==> config.mk <==
export PLATFORM = sky130hd
export DESIGN_NAME = strap_select_top
export DESIGN_NICKNAME = d
export VERILOG_FILES = /design/src/rtl/strap_pkg.sv /design/src/rtl/strap_rst_sync.sv /design/src/rtl/strap_window.sv /design/src/rtl/strap_capture.sv /design/src/rtl/strap_cfg_reg.sv /design/src/rtl/strap_select_top.sv
export SDC_FILE = /design/constraint.sdc
export NUM_CORES = 1
export LEC_CHECK = 0
export CAP_MARGIN = 20
export CORE_UTILIZATION = 45
export CTS_CLUSTER_DIAMETER = 120
export DETAILED_ROUTE_END_ITERATION = 8
export PLACE_DENSITY = 0.9
export SKIP_CTS_REPAIR_TIMING = 1
export SLEW_MARGIN = 10
export SYNTH_ARGS = -nofsm -noshare
export SYNTH_HDL_FRONTEND = slang
export SYNTH_SLANG_ARGS = --single-unit
==> constraint.sdc <==
create_clock -name clk -period 3 [get_ports clk]
set_input_delay 0.6 -clock clk [delete_from_list [all_inputs] [get_ports clk]]
set_output_delay 0.6 -clock clk [all_outputs]
set_load 0.005 [all_outputs]
==> src/rtl/strap_pkg.sv <==
package strap_pkg;
  localparam int FS_W = 3;
  localparam int PAD_W = FS_W + 1;
  localparam logic [7:0] CFG_RESET = 8'h70;
  localparam int B_SS_EN = 1;
  localparam int B_SS_DOWN = 2;
  localparam int B_SRC = 3;
  localparam int B_CODE_LO = 4;
  localparam int B_SS_NARROW = 7;
endpackage

==> src/rtl/strap_rst_sync.sv <==
module strap_rst_sync (
  input  logic clk,
  input  logic rst_n,
  output logic rst_sync_n
);
  logic s1_q, s2_q;

  always_ff @(posedge clk or negedge rst_n) begin
    if (!rst_n) begin
      s1_q <= 1'b0;
      s2_q <= 1'b0;
    end else begin
      s1_q <= 1'b1;
      s2_q <= s1_q;
    end
  end

  assign rst_sync_n = s2_q;
endmodule

==> src/rtl/strap_window.sv <==
module strap_window #(
  parameter int WINDOW_CYCLES = 16
) (
  input  logic clk,
  input  logic rst_n,
  output logic sample_o,
  output logic drive_o
);
  localparam int CW = (WINDOW_CYCLES > 1) ? $clog2(WINDOW_CYCLES) : 1;
  localparam logic [CW-1:0] LAST = CW'(WINDOW_CYCLES - 1);

  logic [CW-1:0] cnt_q, cnt_d;
  logic done_q, done_d;
  logic drive_q, drive_d;
  logic sample;

  always_comb begin
    sample  = !done_q && (cnt_q == LAST);
    cnt_d   = cnt_q;
    if (!done_q && !sample) cnt_d = cnt_q + 1'b1;
    done_d  = done_q | sample;
    drive_d = done_q;
  end

  always_ff @(posedge clk or negedge rst_n) begin
    if (!rst_n) begin
      cnt_q   <= '0;
      done_q  <= 1'b0;
      drive_q <= 1'b0;
    end else begin
      cnt_q   <= cnt_d;
      done_q  <= done_d;
      drive_q <= drive_d;
    end
  end

  assign sample_o = sample;
  assign drive_o  = drive_q;
endmodule

==> src/rtl/strap_capture.sv <==
module strap_capture #(
  parameter int W = 4
) (
  input  logic         clk,
  input  logic         rst_n,
  input  logic         en,
  input  logic [W-1:0] d,
  output logic [W-1:0] q
);
  logic [W-1:0] q_r, q_d;

  always_comb q_d = en ? d : q_r;

  always_ff @(posedge clk or negedge rst_n) begin
    if (!rst_n) q_r <= '0;
    else        q_r <= q_d;
  end

  assign q = q_r;
endmodule

==> src/rtl/strap_cfg_reg.sv <==
module strap_cfg_reg #(
  parameter logic [7:0] RESET_VAL = 8'h00
) (
  input  logic       clk,
  input  logic       rst_n,
  input  logic       we,
  input  logic [7:0] wdata,
  output logic [7:0] q
);
  logic [7:0] q_r, q_d;

  always_comb q_d = we ? wdata : q_r;

  always_ff @(posedge clk or negedge rst_n) begin
    if (!rst_n) q_r <= RESET_VAL;
    else        q_r <= q_d;
  end

  assign q = q_r;
endmodule

==> src/rtl/strap_select_top.sv <==
module strap_select_top
  import strap_pkg::*;
#(
  parameter int WINDOW_CYCLES = 16
) (
  input  logic             clk,
  input  logic             rst_n,
  input  logic [PAD_W-1:0] pad_in,
  input  logic             cfg_we,
  input  logic [7:0]       cfg_wdata,
  output logic [PAD_W-1:0] strap_oe,
  output logic             pair_oe,
  output logic             desktop_mode,
  output logic [FS_W-1:0]  freq_code,
  output logic             ss_enable,
  output logic             ss_down,
  output logic             ss_narrow
);
  logic             rst_sync_n;
  logic             sample;
  logic             drive;
  logic [PAD_W-1:0] lat_q;
  logic [7:0]       cfg_q;
  logic             use_reg;
  logic             rst_view;

  strap_rst_sync u_sync (
    .clk        (clk),
    .rst_n      (rst_n),
    .rst_sync_n (rst_sync_n)
  );

  strap_window #(.WINDOW_CYCLES(WINDOW_CYCLES)) u_win (
    .clk      (clk),
    .rst_n    (rst_sync_n),
    .sample_o (sample),
    .drive_o  (drive)
  );

  strap_capture #(.W(PAD_W)) u_cap (
    .clk   (clk),
    .rst_n (rst_sync_n),
    .en    (sample),
    .d     (pad_in),
    .q     (lat_q)
  );

  strap_cfg_reg #(.RESET_VAL(CFG_RESET)) u_cfg (
    .clk   (clk),
    .rst_n (rst_sync_n),
    .we    (cfg_we),
    .wdata (cfg_wdata),
    .q     (cfg_q)
  );

  // Every shared pin switches from strap input to clock output together.
  for (genvar gi = 0; gi < PAD_W; gi++) begin : g_oe
    assign strap_oe[gi] = drive;
  end

  // Reset masks the register reset value while rst_n is low.
  assign rst_view = rst_n & rst_sync_n;

  always_comb begin
    use_reg      = cfg_q[B_SRC] & rst_view;
    desktop_mode = lat_q[PAD_W-1];
    pair_oe      = lat_q[PAD_W-1] & drive;
    freq_code    = use_reg ? cfg_q[B_CODE_LO +: FS_W] : lat_q[FS_W-1:0];
    ss_enable    = use_reg & cfg_q[B_SS_EN];
    ss_down      = use_reg & cfg_q[B_SS_DOWN];
    ss_narrow    = use_reg & cfg_q[B_SS_NARROW];
  end
endmodule

==> results by group <==
Synth
  • Complex-gate fraction of the synthesized area: 0.00767
  • Syn Inst Count: 57
  • Post-synthesis mux area share: 0.235
  • Seq cells post-synth: 19
  • Simple-gate area share of the yosys netlist: 0.0859
  • Synth Area in Adders: 0.0153
  • Post-synthesis sequential area ratio: 0.587
  • Synthesized net count: 73
  • Synth Warn #: 0
  • Main combinational cell family by area after synthesis: multiplexers
  • Synth Area per Inst: about 14 um^2
  • Xor and xnor area share after synthesis: 0.0107
  • Syn Std Cell Area: roughly 820 um^2
  • Post-synthesis cell type count: 15

Drt
  • DRT iter0 DRCs: 7
  • Via count: between 400 and 500
  • Routed len/inst: 11.9 um
  • DRC viols: 0
  • Vias per cell: about 4.7
  • First-pass DRT Iterations: 3
  • Drt total wl: 1260 um
  • Antenna-violating nets left: 0

STA
  • Final setup fails: 0
  • Setup TNS: 0 ns
  • Final Hold Fails: 0
  • Crit path time final: roughly 2.8 ns
  • RSZ-0062 raised after global routing: false
  • WHS: roughly 0.22 ns
  • Pins over their slew limit: 0
  • Fin crit share: 0.937
  • Clock skew: roughly 0.0026 ns
  • Final WS setup: approximately 0.19 ns
  • Fmax: around 0.36 GHz

Setup path
  • Critical path class: input port to output pin
  • CP dominant cell by count: clkdlybuf4s50_1
  • Critical Path AT: around 2.2 ns
  • Critical path launch point type: input port
  • Worst Path Max Fanout: 6
  • CP max stage cell: clkdlybuf4s50_1
  • Critical path endpoint category: output pin
  • CP max stage delay: slightly above 0.5 ns
  • R2R cell count: 3
  • CP Cell Sequence: clkdlybuf4s50_1 > and3_1 > mux2_2 > clkdlybuf4s50_1
  • CP Data Required Time: 2.40 ns

Pwr
  • Total Power: 0.460 mW
  • Internal: ~0.36 mW
  • Power Dens Cells: roughly 420 mW/mm^2
  • Sequential fraction of design power: 0.604
  • Worst VDD drop: 0.284 mV
  • Switching power: around 0.096 mW
  • Leakage: 0.420 nW
  • Logic gate share of total power: 0.124
  • Sw frac: 0.208
  • Clk pwr share: 0.272

Floorplanning
  • I/O pin count: 27
  • Die span in y: 44.6 um
  • Initial Utilization: 0.478
  • DIE AREA: 0.00199 mm^2
  • Core area: approximately 0.0017 mm^2
  • Die X: between 40 and 50 um
  • Site Rows: 15

Clock network
  • Clock Latency Late Sink: 0.29 ns
  • Clock tree buffer depth: 2
  • Clock transition at path regs: around 0.1 ns
  • CTS Root Buffer Type: clkbuf_4
  • H-tree depth: 1
  • CTS sink count: 19
  • TritonCTS clock tree: yes
  • Cts bufs inserted: 3

Flow run
  • Max-Cap Viols: 0

Cells and area
  • Util after Layout: 0.639
  • Final antenna diode count: 0
  • Layout cells sized above 1: 0.296
  • Non-Filler Instances: around 110
  • Fin nets: 98
  • Finished Cell Area: roughly 0.0011 mm^2
  • Synthesis-to-finish area growth: 33.7%

Global routing
  • Tot GR Track Use: 0.144
  • Initial antenna violation count: 0
  • GRT overflow: 0
  • Pin count of the biggest net entering global routing: 18
  • Number of global-route vias before repair: 467
  • First-pass GRT wire length: about 2100 um

Run status
  • Status: complete, no violations

Placement
  • Post-Place Setup Slack: 0.168 ns
  • DP Area: 0.00106 mm^2
  • Dpl hpwl: approximately 960 um
  • Count of buffers from port buffering: 25
  • Routability cong.: around 0.65
  • Dpl cells: 102

Hold path
  • HP Class: register to asynchronous set/reset pin
[power by group through the flow]
stage / logic [mW] / registers (mW) / clock network, mW
after global routing: 0.0620 / 0.280 / 0.138
after global placement: 0.0564 / 0.282 / 0
final: 0.0569 / 0.278 / 0.125
after CTS: 0.0583 / 0.278 / 0.128
after floorplan: 0.0221 / 0.284 / 0
after detailed placement: 0.0582 / 0.283 / 0
[flip-flops by register name, summed over array words and instances (netlist names)]
| signal | count |
|---|---|
| u_sync.s1_q | 1 |
| u_cfg.q | 7 |
| u_cap.q | 4 |
| u_sync.rst_sync_n | 1 |
| u_win.drive_o | 1 |
| u_win.done_q | 1 |
| u_win.cnt_q | 4 |
[per-layer routing]
metal / track usage / routed length [um] / up-vias
met1: 0.201 / 603 / 245
met4: 0.0545 / 7 / 0
met3: 0.0245 / 46 / 2
met5: 0 / 0 / -
met2: 0.226 / 606 / 14
li1: - / - / 237
[critical path: cells and delay by family]
kind	cells	cell delay (ns)
and+or+nand+nor	1	0.29
muxes	1	0.36
buffers and inverters	2	0.96
[cell type report]
cell class | instances | area (um^2)
Clock buffer | 4 | 26.3
Fill cell | 147 | 617
Inverter | 1 | 3.75
Multi-Input combinational cell | 31 | 293
Sequential cell | 19 | 479
Tap cell | 25 | 31.3
Timing Repair Buffer | 26 | 258
[cell families after synthesis]
logic type,count (synthesis)
other cells,1
mux,17
xor+xnor,1
fa+ha+maj,1
compound gates,1
buf+inv,7
flops,19
simple gates,10
[synth_stat cells]
master | n | area (um^2)
dfstp_2 | 3 | 78.8
mux2_2 | 17 | 191
conb_1 | 1 | 3.75
and3_1 | 1 | 6.26
and2_1 | 4 | 25.0
dfrtp_1 | 16 | 400
a31oi_1 | 1 | 6.26
buf_2 | 2 | 10.0
inv_1 | 1 | 3.75
nor2b_1 | 1 | 6.26
xor2_1 | 1 | 8.76
nand4b_1 | 2 | 17.5
ha_1 | 1 | 12.5
or2b_1 | 2 | 15.0
buf_4 | 4 | 30.0
[worst paths after layout]
kind                              startpoint                end  slack [ns]
min                        u_sync.rst_sync_n         u_cap.q[1]        0.22
min in group clk                 u_sync.s1_q  u_sync.rst_sync_n        0.36
max reg2reg                   u_win.cnt_q[0]     u_win.cnt_q[1]        1.53
max in group asynchronous              rst_n        u_sync.s1_q        2.41
max                                    rst_n       freq_code[0]        0.19
min reg2reg                u_sync.rst_sync_n         u_cap.q[1]        0.22
[cells in the final DEF, fill, tap and decap left out, drive strengths merged]
cell type / Yosys / layout
conb: 1 / 1
or2b: 2 / 2
clkdlybuf4s50: 0 / 25
nand4b: 2 / 2
dfrtp: 16 / 16
xor2: 1 / 1
dfstp: 3 / 3
nor2b: 1 / 1
buf: 6 / 1
inv: 1 / 1
and3: 1 / 1
and2: 4 / 4
mux2: 17 / 17
clkbuf: 0 / 4
ha: 1 / 1
a31oi: 1 / 1
Note: power is estimated with default switching activity, not from simulation.
